===== config.mk =====
export PLATFORM = sky130hd
export DESIGN_NAME = sup_reset_gen
export DESIGN_NICKNAME = d
export VERILOG_FILES = /design/src/rtl/sup_reset_gen.sv
export SDC_FILE = /design/constraint.sdc
export NUM_CORES = 1
export LEC_CHECK = 0
export BUFFER_PORTS_ARGS = -buffer_cell sky130_fd_sc_hd__buf_4
export CORE_ASPECT_RATIO = 0.9
export CORE_MARGIN = 2
export CORE_UTILIZATION = 60
export CTS_CLUSTER_DIAMETER = 60
export DETAILED_ROUTE_END_ITERATION = 8
export PLACE_DENSITY = 0.77
export SYNTH_ARGS = -nofsm -noshare
export SYNTH_HDL_FRONTEND = slang
export SYNTH_SLANG_ARGS = --single-unit

===== constraint.sdc =====
create_clock -name clk -period 3.35 [get_ports clk]
set_input_delay 0.1675 -clock clk [delete_from_list [all_inputs] [get_ports clk]]
set_output_delay 0.1675 -clock clk [all_outputs]
set_load 0.005 [all_outputs]

===== src/rtl/sup_reset_gen.sv =====
module sup_reset_gen #(
  parameter int unsigned HOLD_CYCLES = 10_000_000,
  parameter int unsigned TICK_DIV    = 50_000,
  parameter int unsigned DEB_TICKS   = 20,
  parameter bit          EN_LOW      = 1'b1,
  parameter bit          EN_HIGH     = 1'b1
) (
  input  logic clk,
  input  logic por_n,
  input  logic supply_low,
  input  logic mr_n,
  output logic rst_n_out,
  output logic rst_out
);

  localparam int unsigned HW = $clog2(HOLD_CYCLES + 1);
  localparam int unsigned TW = (TICK_DIV > 1) ? $clog2(TICK_DIV) : 1;
  localparam int unsigned DW = (DEB_TICKS > 1) ? $clog2(DEB_TICKS) : 1;

  logic          sl_s1, sl_s2, mr_s1, mr_s2, mr_db;
  logic [TW-1:0] tick_cnt;
  logic [DW-1:0] deb_cnt;
  logic [HW-1:0] hold_cnt;
  logic          tick, trig, rst_act;

  always_ff @(posedge clk or negedge por_n)
    if (!por_n) begin
      sl_s1 <= 1'b1; sl_s2 <= 1'b1;
      mr_s1 <= 1'b1; mr_s2 <= 1'b1;
    end else begin
      sl_s1 <= supply_low; sl_s2 <= sl_s1;
      mr_s1 <= mr_n;       mr_s2 <= mr_s1;
    end

  assign tick = (tick_cnt == TW'(TICK_DIV - 1));

  always_ff @(posedge clk or negedge por_n)
    if (!por_n)    tick_cnt <= '0;
    else if (tick) tick_cnt <= '0;
    else           tick_cnt <= tick_cnt + 1'b1;

  always_ff @(posedge clk or negedge por_n)
    if (!por_n) begin
      mr_db   <= 1'b1;
      deb_cnt <= '0;
    end else if (mr_s2 == mr_db) begin
      deb_cnt <= '0;
    end else if (tick) begin
      if (deb_cnt == DW'(DEB_TICKS - 1)) begin
        mr_db   <= mr_s2;
        deb_cnt <= '0;
      end else begin
        deb_cnt <= deb_cnt + 1'b1;
      end
    end

  assign trig = sl_s2 | ~mr_db;

  always_ff @(posedge clk or negedge por_n)
    if (!por_n)                hold_cnt <= HW'(HOLD_CYCLES);
    else if (trig)             hold_cnt <= HW'(HOLD_CYCLES);
    else if (hold_cnt != '0)   hold_cnt <= hold_cnt - 1'b1;

  assign rst_act   = (hold_cnt != '0);
  assign rst_n_out = EN_LOW  ? ~rst_act : 1'b1;
  assign rst_out   = EN_HIGH ?  rst_act : 1'b0;

  a_r2_supply_asserts: assert property (@(posedge clk) disable iff (!por_n)
    sl_s2 |=> rst_act);

  a_r5_manual_asserts: assert property (@(posedge clk) disable iff (!por_n)
    !mr_db |=> rst_act);

  a_r3_release_quiet: assert property (@(posedge clk) disable iff (!por_n)
    $fell(rst_act) |-> !$past(trig));

  a_r4_count_down: assert property (@(posedge clk) disable iff (!por_n)
    (!trig && rst_act) |=> (hold_cnt == $past(hold_cnt) - 1'b1));

  a_r7_accept_on_tick: assert property (@(posedge clk) disable iff (!por_n)
    !$stable(mr_db) |-> $past(tick));

endmodule


==> results of run 1 <==
## flip-flops by register name (all words and copies together), names as in the netlist
| register | cells |
|---|---|
| sl_s2 | 1 |
| hold_cnt | 24 |
| tick_cnt | 16 |
| mr_db | 1 |
| sl_s1 | 1 |
| mr_s1 | 1 |
| deb_cnt | 5 |
| mr_s2 | 1 |
## cell type report
type | instances | area (um2)
sequential | 50 | 1270
multi-input combinational | 183 | 1200
tap | 48 | 60.1
clock buffer | 5 | 68.8
fill | 319 | 1310
inverter | 4 | 15.0
timing repair buffer | 9 | 75.1
clock inverter | 3 | 47.5
## power by group through the flow
stage	Sequential, W	Clock, W	Combinational [W]
finish	0.000609	0.000436	0.0000179
global route	0.000609	0.000476	0.0000213
CTS	0.000609	0.000446	0.0000190
detailed placement	0.000620	0	0.0000161
global placement	0.000620	0	0.0000162
floorplan	0.000620	0	0.00000142
## routing by layer
metal  track usage [%]  up-vias
met5                 0        -
met2              31.0       22
li1                  -      872
met3              4.60        5
met1              31.6      817
met4              5.90        0
## cells by family (layout without fill, tap and decap cells)
family	count (synthesis)	in the layout	synth area share (%)
adders and majority gates	4	4	2.00
xor gates and xnor gates	31	31	10.8
and+or+nand+nor	124	124	28.4
AOI/OAI and AO/OA	19	19	4.55
buffers and inverters	9	21	1.50
DFF	50	50	50.6
muxes	5	5	2.10
## metrics by stage
stage                     hold slack (ns)  cells  cell area [um2]
final                               0.361    302             2730
after global routing                0.365    302             2730
after CTS                           0.362    302             2730
after detailed placement            0.223    291             2590
after global placement              0.225    291             2590
after floorplan                    -0.128    242             2500
## worst max-delay path, delay by kind of cell (launching register included)
family	cells	cell delay, ns
buffers and inverters	2	0.28
DFF	1	0.42
and+or+nand+nor	3	1.45
## cells in the final DEF (no fill, tap or decap), types with 4 or more instances in the layout
cell type,n
xnor2_1,14
nor4_1,5
dfstp_2,13
or3_1,7
and3_1,4
buf_4,6
nand2_1,15
clkbuf_8,5
xor2_1,17
o21ai_0,5
nand3_1,11
inv_1,4
nand4_1,10
dfrtp_1,37
o21ai_1,4
nand2b_1,4
nor3_1,6
ha_1,4
nor2_1,36
a21oi_1,4
## worst paths after layout
| check | startpoint | endpoint | slack [ns] | depth (start not counted) |
|---|---|---|---|---|
| worst max-delay path | hold_cnt[18] | rst_out | 0.72 | 5 |
| worst min-delay path | sl_s1 | sl_s2 | 0.36 | 0 |
| worst max register to register | hold_cnt[18] | hold_cnt[1] | 1.02 | 5 |
| worst min register to register | sl_s1 | sl_s2 | 0.36 | 0 |
| max in group asynchronous | por_n | tick_cnt[9] | 2.53 | 2 |
| min in group asynchronous | por_n | tick_cnt[7] | 0.42 | 2 |
## what timing repair did
action                                  in CTS  in global routing
hold buffers                                 3                  0
endpoints found under the setup margin       0                  0
endpoints found under the hold margin       39                  0
==> summary.txt, run 1 <==
Worst setup path
  • Slowest Stage Delay on Critical Path: 0.62 ns
  • Setup CP Type: reg2out
  • Crit-path cells: nor4_1 -> nand4_1 -> nor2_2 -> inv_1 -> buf_4
  • CP required: 3.18 ns
  • Crit. End Element: output pin
  • Crit path max fanout: 18
  • Startpoint types: flop
  • Critical Path AT: 2.46 ns
  • Slowest CP cell: nand4_1

Detailed routing
  • Final ANT Viol Nets: 0
  • Routed wl met3: 124 um
  • Starting DRT DRC Count: 127
  • DR top layer: met4
  • Number of remaining DRC errors: 0
  • Met2 wire length: 1.86 mm
  • DR WL/cell: 14.1 um
  • Vias: 1716
  • Routed vias/inst: 5.68
  • DRT Pass-1 Iters: 4
  • Final wirelength: 4.26 mm
  • DRT met1 WL: 2.24 mm

Outcome
  • Outcome: finished clean

Clock network
  • Worst-Skew Late Latency: 0.31 ns
  • Clk buf depth: 2
  • CTS tree: built
  • Num CTS Buffers: 5
  • Root buffer selected by CTS: clkbuf_8
  • H-tree Lvls: 2
  • Worst-path clk slew: 0.10 ns
  • Post-CTS setup buffer count: 0
  • # clock sinks: 50
  • Post-CTS sizing: 0

Pwr
  • Seq pwr share: 57.3%
  • VDD IR max: 0.000240 V
  • Switching Fraction: 21.0%
  • PnR Total Power: 0.00106 W
  • Pint: 0.000840 W
  • Power Density: 389 nW/um2
  • Power share of the clock group: 41.0%
  • Combinational fraction of design power: 1.7%
  • Sw Pwr: 0.000223 W
  • Pleak: 1.14 nW

Finish
  • Layout cells sized above 1: 14.6%
  • Nets: 261
  • Layout area overhead: 9.14%
  • Util after Layout: 67.6%
  • Diode count: 0

Floorplanning
  • Starting Density: 61.9%
  • # IOs: 6
  • Core Area: 4050 um2
  • Num rows: 22
  • Die Height: 65.3 um
  • Die area: 4710 um2
  • Die span in x: 72.1 um

GRT
  • Largest net degree at the start of global routing: 51
  • Remaining global-route overflow: 0
  • Vias in the first global route: 1681
  • Initial antenna violation count: 0
  • First-pass GRT wire length: 7.70 mm
  • GRT Overall Usage: 21.1%

Timing
  • Final Hold Vio Count: 0
  • Max Freq: 0.381 GHz
  • Final setup vio count: 0
  • Worst setup margin: 0.723 ns
  • Slew @ Worst Pin: 0.675 ns
  • Pins Over Slew Limit: 0
  • Clock Skews: 0.00853 ns
  • RSZ-0062 raised after global routing: no
  • Setup TNS: 0 ns
  • Fin crit period: 2.63 ns
  • Part of the cycle the worst path needs: 78.4%
  • Worst rel slew slack: 54.9%

Synthesis
  • Netlist cell types: 44
  • Post-synth ARST share: 100%
  • Synthesis warning total: 0
  • Register area share after synthesis: 50.6%
  • Synth cell count leaders: dfrtp_1, nor2_1, xor2_1, nand2_1, xnor2_1
  • Gate Count Post-Synth: 242
  • Post-Synthesis Cell Area: 2500 um2
  • EDFF count, synth: 0
  • Most common cell in the synthesized netlist: dfrtp_1
  • Biggest area consumer among synthesized cells: dfrtp_1
  • Syn_nets: 250
  • Primary FF master, synth: dfrtp_1
  • Synth top area cells: dfrtp_1, dfstp_2, xor2_1
  • #FFs+latches synth: 50
  • Top cell type's share of synthesized area: 37.0%
  • Avg Inst Size Synth: 10.4 um2

Worst hold path
  • Worst hold path type: reg2reg

Placement
  • Port Buffers: 5
  • Placer Congestion: 0.808
  • Post-place setup slack: 1.10 ns
  • DP HPWL: 2.93 mm

Run
  • Maximum Capacitance Violations: 0
No activity file was read; power rests on OpenSTA's default activity.
==> inputs of run 2 (changes only) <==
clock period = 2.65 ns   (was 3.35 ns; I/O delays follow)
==> run 2 against run 1 <==
Die area unchanged. Power increased by 17%. Combinational power increased by 26%. Global-route usage rose by 0.65 points. Critical endpoint unchanged. Largest cell class unchanged.
==> summary.txt, run 2 (synthesis results as in run 1) <==
Timing
  • Max Freq: 0.448 GHz
  • Final Hold Vio Count: 0
  • RSZ-0062 raised after global routing: no
  • Worst setup margin: 0.418 ns
  • Setup TNS: 0 ns
  • Worst rel slew slack: 52.9%
  • Final setup vio count: 0
  • Pins Over Slew Limit: 0
  • Clock Skews: 0.00519 ns
  • Fin crit period: 2.23 ns
  • Part of the cycle the worst path needs: 84.2%
  • Slew @ Worst Pin: 0.705 ns

Clock network
  • Worst-path clk slew: 0.08 ns
  • H-tree Lvls: 2
  • CTS Hold Buffers Added: 3
  • CTS tree: built
  • Num CTS Buffers: 5
  • Clk buf depth: 2
  • Post-CTS sizing: 0
  • # clock sinks: 50
  • Post-CTS setup buffer count: 0
  • Root buffer selected by CTS: clkbuf_8
  • Worst-Skew Late Latency: 0.31 ns

Pwr
  • Pleak: 1.14 nW
  • Sw Pwr: 0.000263 W
  • Seq pwr share: 61.7%
  • Combinational fraction of design power: 1.8%
  • Power share of the clock group: 36.5%
  • Switching Fraction: 21.1%
  • VDD IR max: 0.000376 V
  • Power Density: 459 nW/um2
  • Pint: 0.000985 W

Detailed routing
  • Routed vias/inst: 5.81
  • Final ANT Viol Nets: 0
  • Vias: 1761
  • DRT Pass-1 Iters: 4
  • DR WL/cell: 14.4 um
  • Starting DRT DRC Count: 124
  • Final wirelength: 4.38 mm
  • Number of remaining DRC errors: 0

Placement
  • Placer Congestion: 0.813
  • Port Buffers: 5
  • DP HPWL: 2.90 mm
  • Placed Instances: 292
  • Post-place setup slack: 0.630 ns

Worst setup path
  • Crit. End Element: output pin
  • Critical Path AT: 2.10 ns
  • Startpoint types: flop
  • Crit path max fanout: 18
  • Setup CP Type: reg2out
  • CP required: 2.52 ns

GRT
  • GRT Overall Usage: 21.8%
  • Met2 usage: 32.5%
  • Remaining global-route overflow: 0
  • M3 GR Usage: 4.60%
  • Vias in the first global route: 1712
  • M1 GR Usage: 30.5%
  • Top Usage Layer GRT: met2
  • Largest net degree at the start of global routing: 51
  • First-pass GRT wire length: 7.79 mm
  • Initial antenna violation count: 0

Floorplanning
  • Core Area: 4050 um2
  • Die span in x: 72.1 um
  • Die area: 4710 um2
  • # IOs: 6
  • Num rows: 22
  • Die Height: 65.3 um
  • Starting Density: 61.9%

Worst hold path
  • Worst hold path type: reg2reg

Run
  • Maximum Capacitance Violations: 0

Finish
  • Number of flip-flops in the largest register: 24
  • Most common cell after layout, fill and taps aside: dfrtp_1
  • Multi-input gate area: 1200 um2
  • Nets: 262
  • Fin cells: 303
  • Final-layout fill cell count: 324
  • Top Registers: hold_cnt (24), tick_cnt (16), deb_cnt (5)
  • Layout area overhead: 8.59%
  • Sequential Area: 1270 um2
  • Commonest non-fill, non-tap cells in the layout: dfrtp_1, nor2_1, xor2_1, nand2_1, xnor2_1
  • Diode count: 0
  • Top reg by flops: hold_cnt
  • Layout cells sized above 1: 14.9%

Outcome
  • Outcome: finished clean
run 2: cell type report:
| class | instances | area share [%] |
|---|---|---|
| multi-input cells | 183 | 44.1 |
| well taps | 48 | 2.21 |
| flip-flops and latches | 50 | 46.6 |
| inverters | 4 | 0.552 |
| repair buffers | 10 | 3.04 |
| clock inverters | 2 | 0.460 |
| clock buffers | 6 | 3.04 |
run 2: through the flow:
| step | utilization (%) | power [W] | area (um2) | hold slack [ns] |
|---|---|---|---|---|
| floorplan | - | 0.000786 | 2500 | -0.163 |
| global placement | 64.1 | 0.000804 | 2590 | 0.184 |
| detailed placement | 64.1 | 0.000805 | 2590 | 0.189 |
| CTS | 67.2 | 0.00127 | 2720 | 0.364 |
| global route | 67.2 | 0.00130 | 2720 | 0.367 |
| finish | 67.2 | 0.00125 | 2720 | 0.361 |
run 2: critical path, stage by stage, from the launching register on:
cell     delay, ns
dfrtp_1       0.42
nor4_1        0.42
nand4_1       0.14
buf_4         0.23
nor2_2        0.25
inv_1         0.17
buf_4         0.17
run 2: final timing paths:
check                        startpoint      endpoint  slack, ns  cells past startpoint
setup / recovery           hold_cnt[18]       rst_out       0.42                      6
min in group asynchronous         por_n  hold_cnt[21]       0.38                      2
max in group asynchronous         por_n   hold_cnt[8]       1.87                      2
hold reg to reg                   sl_s1         sl_s2       0.36                      0
hold / removal                    sl_s1         sl_s2       0.36                      0
setup reg to reg            hold_cnt[0]  hold_cnt[14]       0.60                      7
run 2: metal layers:
layer,wire length [um],share of wire (%)
met1,2200,50
met2,1920,44
met3,154,3.5
met4,100,2.3
met5,0,0
run 2: power groups by stage:
stage | Combinational, W | Sequential (W) | Clock (W)
floorplan | 0.00000180 | 0.000784 | 0
global placement | 0.0000203 | 0.000784 | 0
detailed placement | 0.0000205 | 0.000784 | 0
CTS | 0.0000239 | 0.000770 | 0.000476
global route | 0.0000266 | 0.000770 | 0.000498
finish | 0.0000226 | 0.000770 | 0.000456
